--- config.mk ---
export PLATFORM = sky130hd
export DESIGN_NAME = tone_host_regs
export DESIGN_NICKNAME = d
export VERILOG_FILES = /design/src/rtl/tone_host_regs.sv
export SDC_FILE = /design/constraint.sdc
export NUM_CORES = 1
export LEC_CHECK = 0
export ABC_AREA = 1
export CORE_AREA = 2 2 55 82
export DETAILED_ROUTE_END_ITERATION = 6
export DIE_AREA = 0 0 57 84
export GPL_TIMING_DRIVEN = 0
export PLACE_DENSITY_LB_ADDON = 0.12
export SETUP_SLACK_MARGIN = 0.2
export SLEW_MARGIN = 0
export SYNTH_ARGS = -nofsm -noshare
export SYNTH_HDL_FRONTEND = slang
export SYNTH_SLANG_ARGS = --single-unit
--- constraint.sdc ---
create_clock -name clk -period 1.8 [get_ports clk]
set_input_delay 0.54 -clock clk [delete_from_list [all_inputs] [get_ports clk]]
set_output_delay 0.54 -clock clk [all_outputs]
set_load 0.01 [all_outputs]
--- src/rtl/tone_host_regs.sv ---
module tone_host_regs #(
  parameter int TICKS_PER_MS = 1000,
  parameter int BURST_MS     = 51
) (
  input  logic       clk,
  input  logic       rst_n,
  input  logic       cs,
  input  logic       rd,
  input  logic       wr,
  input  logic       rs,
  input  logic [3:0] wdata,
  output logic [3:0] rdata,
  input  logic       tick,
  input  logic       rx_valid,
  input  logic [3:0] rx_code,
  input  logic       cp_in,
  output logic [3:0] tx_code,
  output logic       tone_en,
  output logic       cp_mode,
  output logic       irq_oe
);
  localparam int LEN_DT = BURST_MS * TICKS_PER_MS;
  localparam int LEN_CP = 2 * LEN_DT;
  localparam int CW     = $clog2(LEN_CP);
  localparam logic [1:0] IDLE = 2'd0, TONE = 2'd1, PAUSE = 2'd2;

  logic [2:0]    ctl_a;
  logic          burst, sel_b;
  logic [3:0]    tx_q, rx_q;
  logic          rx_full, tx_ready, irq_pend;
  logic [1:0]    phase;
  logic [CW-1:0] cnt, last;

  wire wr_dat = cs & wr & ~rs;
  wire wr_ctl = cs & wr & rs;
  wire rd_dat = cs & rd & ~rs;
  wire rd_sts = cs & rd & rs;
  wire rx_acc = rx_valid & ~ctl_a[1];
  wire at_end = tick & (cnt >= last);
  wire done   = burst & ~wr_dat & (phase == PAUSE) & at_end;

  assign last    = ctl_a[1] ? CW'(LEN_CP - 1) : CW'(LEN_DT - 1);
  assign cp_mode = ctl_a[1];
  assign tx_code = tx_q;
  assign tone_en = ctl_a[0] & (~burst | (phase == TONE));
  assign irq_oe  = ctl_a[2] & (ctl_a[1] ? ~cp_in : irq_pend);
  assign rdata   = !(cs & rd) ? 4'd0 :
                   rs ? {1'b0, irq_pend, tx_ready, rx_full} : rx_q;

  always_ff @(posedge clk) begin
    if (!rst_n) begin
      ctl_a <= '0;
      burst <= 1'b0;
      sel_b <= 1'b0;
    end else if (wr_ctl) begin
      if (sel_b) begin
        burst <= wdata[0];
        sel_b <= 1'b0;
      end else begin
        ctl_a <= wdata[2:0];
        sel_b <= wdata[3];
      end
    end
  end

  always_ff @(posedge clk) begin
    if (!rst_n) begin
      tx_q     <= '0;
      rx_q     <= '0;
      rx_full  <= 1'b0;
      irq_pend <= 1'b0;
    end else begin
      if (wr_dat) tx_q <= wdata;
      if (rx_acc) rx_q <= rx_code;
      if (rx_acc) rx_full <= 1'b1;
      else if (rd_dat) rx_full <= 1'b0;
      if (rx_acc | done) irq_pend <= 1'b1;
      else if (rd_sts) irq_pend <= 1'b0;
    end
  end

  always_ff @(posedge clk) begin
    if (!rst_n || !burst) begin
      phase    <= IDLE;
      cnt      <= '0;
      tx_ready <= 1'b1;
    end else if (wr_dat) begin
      phase    <= TONE;
      cnt      <= '0;
      tx_ready <= 1'b0;
    end else if (phase != IDLE && tick) begin
      if (at_end) begin
        cnt   <= '0;
        phase <= (phase == TONE) ? PAUSE : IDLE;
        if (phase == PAUSE) tx_ready <= 1'b1;
      end else begin
        cnt <= cnt + 1'b1;
      end
    end
  end
endmodule


==> results of run 1 <==
registers in the layout, indices dropped and copies added (netlist names):
register  count
ctl_a         3
tx_code       4
phase         2
rx_full       1
rx_q          4
sel_b         1
tx_ready      1
irq_pend      1
burst         1
cnt          17
power breakdown:
group	total, mW	internal, mW	switching (mW)
clock network	0.553	0.265	0.288
logic	0.147	0.0723	0.0749
registers	0.806	0.792	0.0137
total	1.51	1.13	0.377
cell families (layout without fill, tap and decap cells):
family / Yosys count / in the layout / synth area share, %
muxes: 1 / 1 / 0.531
and+or+nand+nor: 155 / 155 / 36.6
AOI/OAI and AO/OA: 32 / 32 / 9.36
DFF: 35 / 35 / 37.2
adders and majority gates: 8 / 8 / 5.31
xor gates and xnor gates: 7 / 7 / 3.25
buffers and inverters: 37 / 80 / 7.76
metrics by stage:
| step | hold slack (ps) | instance area, sq um | std cells |
|---|---|---|---|
| 2_1_floorplan | 441 | 1930 | 275 |
| 6_report | 475 | 2480 | 364 |
| 4_1_cts | 477 | 2360 | 359 |
| 5_1_grt | 517 | 2480 | 364 |
| 3_3_place_gp | 462 | 2260 | 348 |
| 3_5_place_dp | 466 | 2260 | 348 |
how the worst max path moves through the flow:
stage | start | endpoint | slack, ps | cells past startpoint
2_1_floorplan | ctl_a[1] | cnt[7] | 180 | 12
3_3_place_gp | rs | rdata[2] | -750 | 5
3_5_place_dp | rs | rdata[0] | -710 | 5
4_1_cts | ctl_a[1] | cnt[7] | 70 | 12
5_1_grt | ctl_a[1] | cnt[4] | -100 | 11
6_report | ctl_a[1] | irq_oe | 0.2 | 4
critical path: stages (launching register included):
cell and delay (ps):
dfxtp_4 390, buf_4 140, buf_6 100, o211a_1 200, buf_2 130
what timing repair did:
action                                 CTS  global route
setup buffers                            3             4
resized for setup                       58            25
endpoints found under the hold margin    0             0
pin swaps                                3             7
cloned                                   0             1
setup endpoints to repair               40            32
placed cells by master, fill, tap and decap left out, types with 5 or more instances in the layout:
cell type | synthesis | layout
inv_1 | 33 | 29
nand4_1 | 8 | 8
nor2_4 | 2 | 7
dlygate4sd2_1 | 0 | 7
dfxtp_1 | 35 | 32
clkdlybuf4s50_1 | 0 | 11
a21oi_1 | 13 | 11
clkbuf_8 | 0 | 5
nand2_1 | 62 | 54
nor2_2 | 12 | 17
nand3_1 | 7 | 6
buf_4 | 0 | 5
ha_1 | 8 | 6
nand2_2 | 2 | 10
nor2_1 | 55 | 45
buf_2 | 0 | 8
o21ai_0 | 14 | 12
xor2_1 | 5 | 5
cell type report:
type | instances | area (sq um)
Buffer | 2 | 25.0
Tap cell | 46 | 57.6
Inverter | 35 | 141
Clock inverter | 3 | 15.0
Fill cell | 418 | 1660
Sequential cell | 35 | 709
Clock buffer | 5 | 68.8
Multi-Input combinational cell | 203 | 1150
Timing Repair Buffer | 35 | 317
layer usage:
metal	vias to the layer above	share of wire, %	routed length (um)	global-route usage (%)
li1	954	-	-	-
met3	9	3.9	168	4.19
met5	-	0	0	0
met1	809	40	1740	20.7
met2	35	54	2320	35.8
met4	0	2.1	91	7.40
==> key figures, run 1 <==
Critical path
  – Reg2Reg Depth: 11
  – Critical Path Source Type: register
  – WP data arrival: between 1000 and 1500 ps
  – Kind of critical path: reg2out
  – Reg-to-reg slack, setup: 20 ps
  – Worst r2r src: ctl_a[1]
  – CP required: 1260 ps
  – Critical R2R Capture: cnt[16]
  – Maximum fanout along the worst path: 6
  – CP Capture Type: output port

Timing
  – Max-slew violations: 0
  – Skew final: slightly below 9 ps
  – Post-route minimum period: 1800 ps
  – Setup TNS: 0 ps
  – Setup WS post-layout: between 0.15 and 0.2 ps
  – Setup repair after global routing missed its margin: yes
  – # setup viols final: 0
  – Slew Limit Headroom: about three quarters
  – Final hold violations: 0
  – Fmax: 556 MHz
  – Final worst-path cycle share: 100%
  – Worst slew pin tran: about 390 ps

Synth
  – Syn nets: 300
  – Synth warn: 0
  – Count leader, synth: nand2_1
  – Synth top area cells: dfxtp_1, nand2_1, nor2_1, inv_1, ha_1
  – Commonest register cell after synthesis: dfxtp_1
  – Area share of the largest cell type after synthesis: roughly 37%
  – Commonest cells post-synth: nand2_1, nor2_1, dfxtp_1
  – Synth Instances: 275
  – Netlist cell types: 25
  – Post-synth top area cell: dfxtp_1
  – EDFF count, synth: 0
  – Seq cells post-synth: 35
  – Sequential area share after synthesis: 37.2%
  – Async SR Flop Fraction: 0%
  – Mapped cell area: roughly 1900 sq um
  – Syn avg cell area: 6.86 sq um

Global route
  – Gr ovfl total: 0
  – Global-route wire length before repair: 7430 um
  – Initial antenna violation count: 0
  – Vias in the first global route: 1751
  – GRT Overall Usage: 19.4%
  – Largest net degree at the start of global routing: 12

Pwr
  – Power per standard cell area: 607 nW/um^2
  – Design Power: 1.51 mW
  – Leak pwr: roughly 1.0 nW
  – Max VDD drop: ~470 uV

Min path
  – Hold Path Class: reg2reg
  – Worst Hold Depth: 2
  – Endpoint, Worst Hold: rx_full
  – Worst Hold Launch: rx_full

Layout
  – Diodes inserted: 0
  – Fin nets: about 340
  – Synth-to-Final Area Change: 31.5%
  – Share of cells above drive strength 1: about 25%
  – Fin util: about three fifths

Clocking
  – Clock Latency Late Sink: between 200 and 300 ps
  – Clock buffer count from CTS: 5
  – Root buffer cell: clkbuf_8
  – H-tree depth: 2
  – Clk pin slew, worst setup/hold paths: around 70 ps
  – # hold bufs at CTS: 0
  – CTS Buffer Depth: 2
  – CTS tree: built
  – Clk sink count: 35

Floorplanning
  – Starting Density: a little under half
  – Die Wd: between 50 and 60 um
  – IO Pins: 28
  – # rows: 29
  – Die area: roughly 4800 sq um
  – Die height: 84 um
  – CORE AREA: a little over 4000 sq um

Placement
  – # port buffers: 27
  – Detailed placement HPWL: roughly 3200 um
  – Pre-CTS WS: -706 ps
  – Final GP Congestion: between 0.8 and 0.9

Detailed routing
  – DRC: 0
  – DRT Wirelength: ~4300 um
  – Vias: ~1800
  – Antenna-violating nets left: 0
  – DRT iter0 DRCs: 58
  – First-pass DRT Iterations: 5
  – Avg Vias per Cell: between 4 and 5
  – Average routed wire per standard cell: 11.9 um

Job
  – Maxcap violations: 0

Outcome
  – Status: complete, no violations
No activity file was read; power rests on OpenSTA's default activity.
==> run 2, diff against run 1 <==
--- a/config.mk
+++ b/config.mk
@@ -6,9 +6,9 @@
 export NUM_CORES = 1
 export LEC_CHECK = 0
 export ABC_AREA = 1
-export CORE_AREA = 2 2 55 82
+export CORE_AREA = 2 2 56 85
 export DETAILED_ROUTE_END_ITERATION = 6
-export DIE_AREA = 0 0 57 84
+export DIE_AREA = 0 0 58 87
 export GPL_TIMING_DRIVEN = 0
 export PLACE_DENSITY_LB_ADDON = 0.12
 export SETUP_SLACK_MARGIN = 0.2
==> key figures, run 2 (same netlist as run 1, synthesis figures left out) <==
Pwr
  – Clock power share: between 30 and 40%
  – Internal Power: around 1.2 mW
  – NetSw: ~0.38 mW
  – Leak pwr: ~1.1 nW
  – Max VDD drop: approximately 500 uV
  – Power per standard cell area: between 500 and 600 nW/um^2
  – Seq pwr share: 51.8%
  – Logic pwr share: 10.3%
  – Switching Share: approximately 24%

Layout
  – Max reg flops: 17
  – Share of cells above drive strength 1: between 20% and 30%
  – Commonest non-fill, non-tap cells in the layout: nand2_1, nor2_1, dfxtp_1, inv_1, nor2_2
  – Commonest non-fill, non-tap cell in the layout: nand2_1
  – Register bank with the most flops: cnt
  – Diodes inserted: 0
  – Fin util: 60.5%
  – Fin nets: roughly 350
  – Final cell count without fillers: between 300 and 400
  – Synth-to-Final Area Change: 39.7%

Timing
  – Post-route minimum period: roughly 1800 ps
  – Fmax: 546 MHz
  – Setup repair after global routing missed its margin: yes
  – Final hold violations: 0
  – Final worst-path cycle share: 102%
  – Worst hold margin: around 490 ps
  – # setup viols final: 10
  – Skew final: between 6 and 7 ps
  – Setup WS post-layout: -31.9 ps
  – Max-slew violations: 0
  – Slew Limit Headroom: roughly three quarters
  – Worst slew pin tran: between 300 and 400 ps

Detailed routing
  – Average routed wire per standard cell: 12.2 um
  – Antenna-violating nets left: 0
  – DRT Wirelength: ~4500 um
  – DRT iter0 DRCs: 60
  – Avg Vias per Cell: about 5.0
  – Vias: ~1800
  – First-pass DRT Iterations: 4
  – DRC: 0

Clocking
  – Clk pin slew, worst setup/hold paths: roughly 70 ps
  – Clock Latency Late Sink: 280 ps
  – CTS tree: built
  – CTS Buffer Depth: 2
  – Clk sink count: 35
  – Root buffer cell: clkbuf_8
  – H-tree depth: 2
  – Clock buffer count from CTS: 5
  – # hold bufs at CTS: 0

Global route
  – Global-route wire length before repair: between 7000 and 8000 um
  – Vias in the first global route: around 1700
  – Gr ovfl total: 0
  – Largest net degree at the start of global routing: 12
  – Initial antenna violation count: 0
  – GRT Overall Usage: 19.2%

Critical path
  – WP data arrival: about 2000 ps
  – Reg-to-reg slack, setup: -30 ps
  – Critical R2R Capture: cnt[10]
  – CP required: just under 2000 ps
  – Maximum fanout along the worst path: 8
  – CP Capture Type: register
  – Reg2Reg Depth: 13
  – Critical Path Source Type: register
  – Worst r2r src: ctl_a[1]
  – Kind of critical path: reg2reg

Placement
  – Final GP Congestion: a little under 0.8
  – Pre-CTS WS: -704 ps
  – # port buffers: 27
  – Detailed placement HPWL: 3220 um
  – Placed instance count: 350

Floorplanning
  – IO Pins: 28
  – Starting Density: a little over two fifths
  – Die area: ~5000 sq um
  – Die height: 87 um
  – CORE AREA: approximately 4400 sq um
  – Die Wd: approximately 58 um
  – # rows: 30

Job
  – Maxcap violations: 0

Min path
  – Hold Path Class: reg2reg
  – Worst Hold Depth: 2
  – Worst Hold Launch: rx_q[1]
  – Endpoint, Worst Hold: rx_q[1]

Outcome
  – Failing checks: negative setup slack
  – Status: complete, but fails checks
==> run 2: critical path, cell delays in order (launching register included) <==
cell and delay (ps):
dfxtp_4 450, inv_8 70, ha_4 270, nand2_4 50, nor2_4 100, nand3_2 90, nor2_2 140, nor2_2 50
nand2_2 70, nand2_2 60, nand2_4 90, buf_12 130, buf_8 110, nor2_2 30
==> run 2: through the flow <==
stage	power [mW]	TNS (ps)	cell area, sq um
floorplan	0.884	0	1930
CTS	1.56	0	2500
global route	1.65	-1030	2640
detailed placement	0.963	-10470	2260
global placement	0.962	-10410	2260
finish	1.56	-213	2640
==> run 2: timing repair <==
item                                    in CTS  in global routing
resized for setup                           71                 34
setup buffers                                8                  2
cloned                                       1                  0
endpoints found under the setup margin      39                 36
pin swaps                                   17                 11
==> run 2: worst max path at each step <==
stage          slack, ps  endpoint  cells past startpoint     start
4_1_cts                2    cnt[7]                     13  ctl_a[1]
6_report             -30   cnt[10]                     13  ctl_a[1]
2_1_floorplan        180    cnt[7]                     12  ctl_a[1]
3_5_place_dp        -700  rdata[1]                      5        rs
5_1_grt             -110   cnt[10]                     13  ctl_a[1]
3_3_place_gp        -700  rdata[1]                      5        rs
==> run 2: layout make-up <==
cell class	instances	area, sq um
Timing Repair Buffer	38	362
Tap cell	48	60.1
Clock inverter	1	5.00
Buffer	2	20.0
Inverter	35	144
Multi-Input combinational cell	203	1250
Sequential cell	35	709
Fill cell	417	1720
Clock buffer	7	86.3
==> run 2: power groups by stage <==
stage | clock, mW | combinational, mW | sequential, mW
4_1_cts | 0.611 | 0.143 | 0.807
3_3_place_gp | 0 | 0.137 | 0.825
2_1_floorplan | 0 | 0.0589 | 0.825
6_report | 0.590 | 0.161 | 0.808
3_5_place_dp | 0 | 0.137 | 0.826
5_1_grt | 0.656 | 0.180 | 0.810
==> run 2: layer usage <==
layer	vias to the layer above	GRT usage, %	share of wire (%)
met5	-	0	0
met4	0	8.88	1.8
met3	7	3.71	3.5
met2	28	35.0	55
met1	845	20.8	39
li1	964	-	-
==> run 3, diff against run 2 <==
--- a/config.mk
+++ b/config.mk
@@ -6,7 +6,9 @@
 export NUM_CORES = 1
 export LEC_CHECK = 0
 export ABC_AREA = 1
+export ABC_CLOCK_PERIOD_IN_PS = 1800
 export CORE_AREA = 2 2 56 85
+export CTS_CLUSTER_SIZE = 25
 export DETAILED_ROUTE_END_ITERATION = 6
 export DIE_AREA = 0 0 58 87
 export GPL_TIMING_DRIVEN = 0
==> results of run 3 <==
Final layout, timing and power as in run 2 (identical DEF).
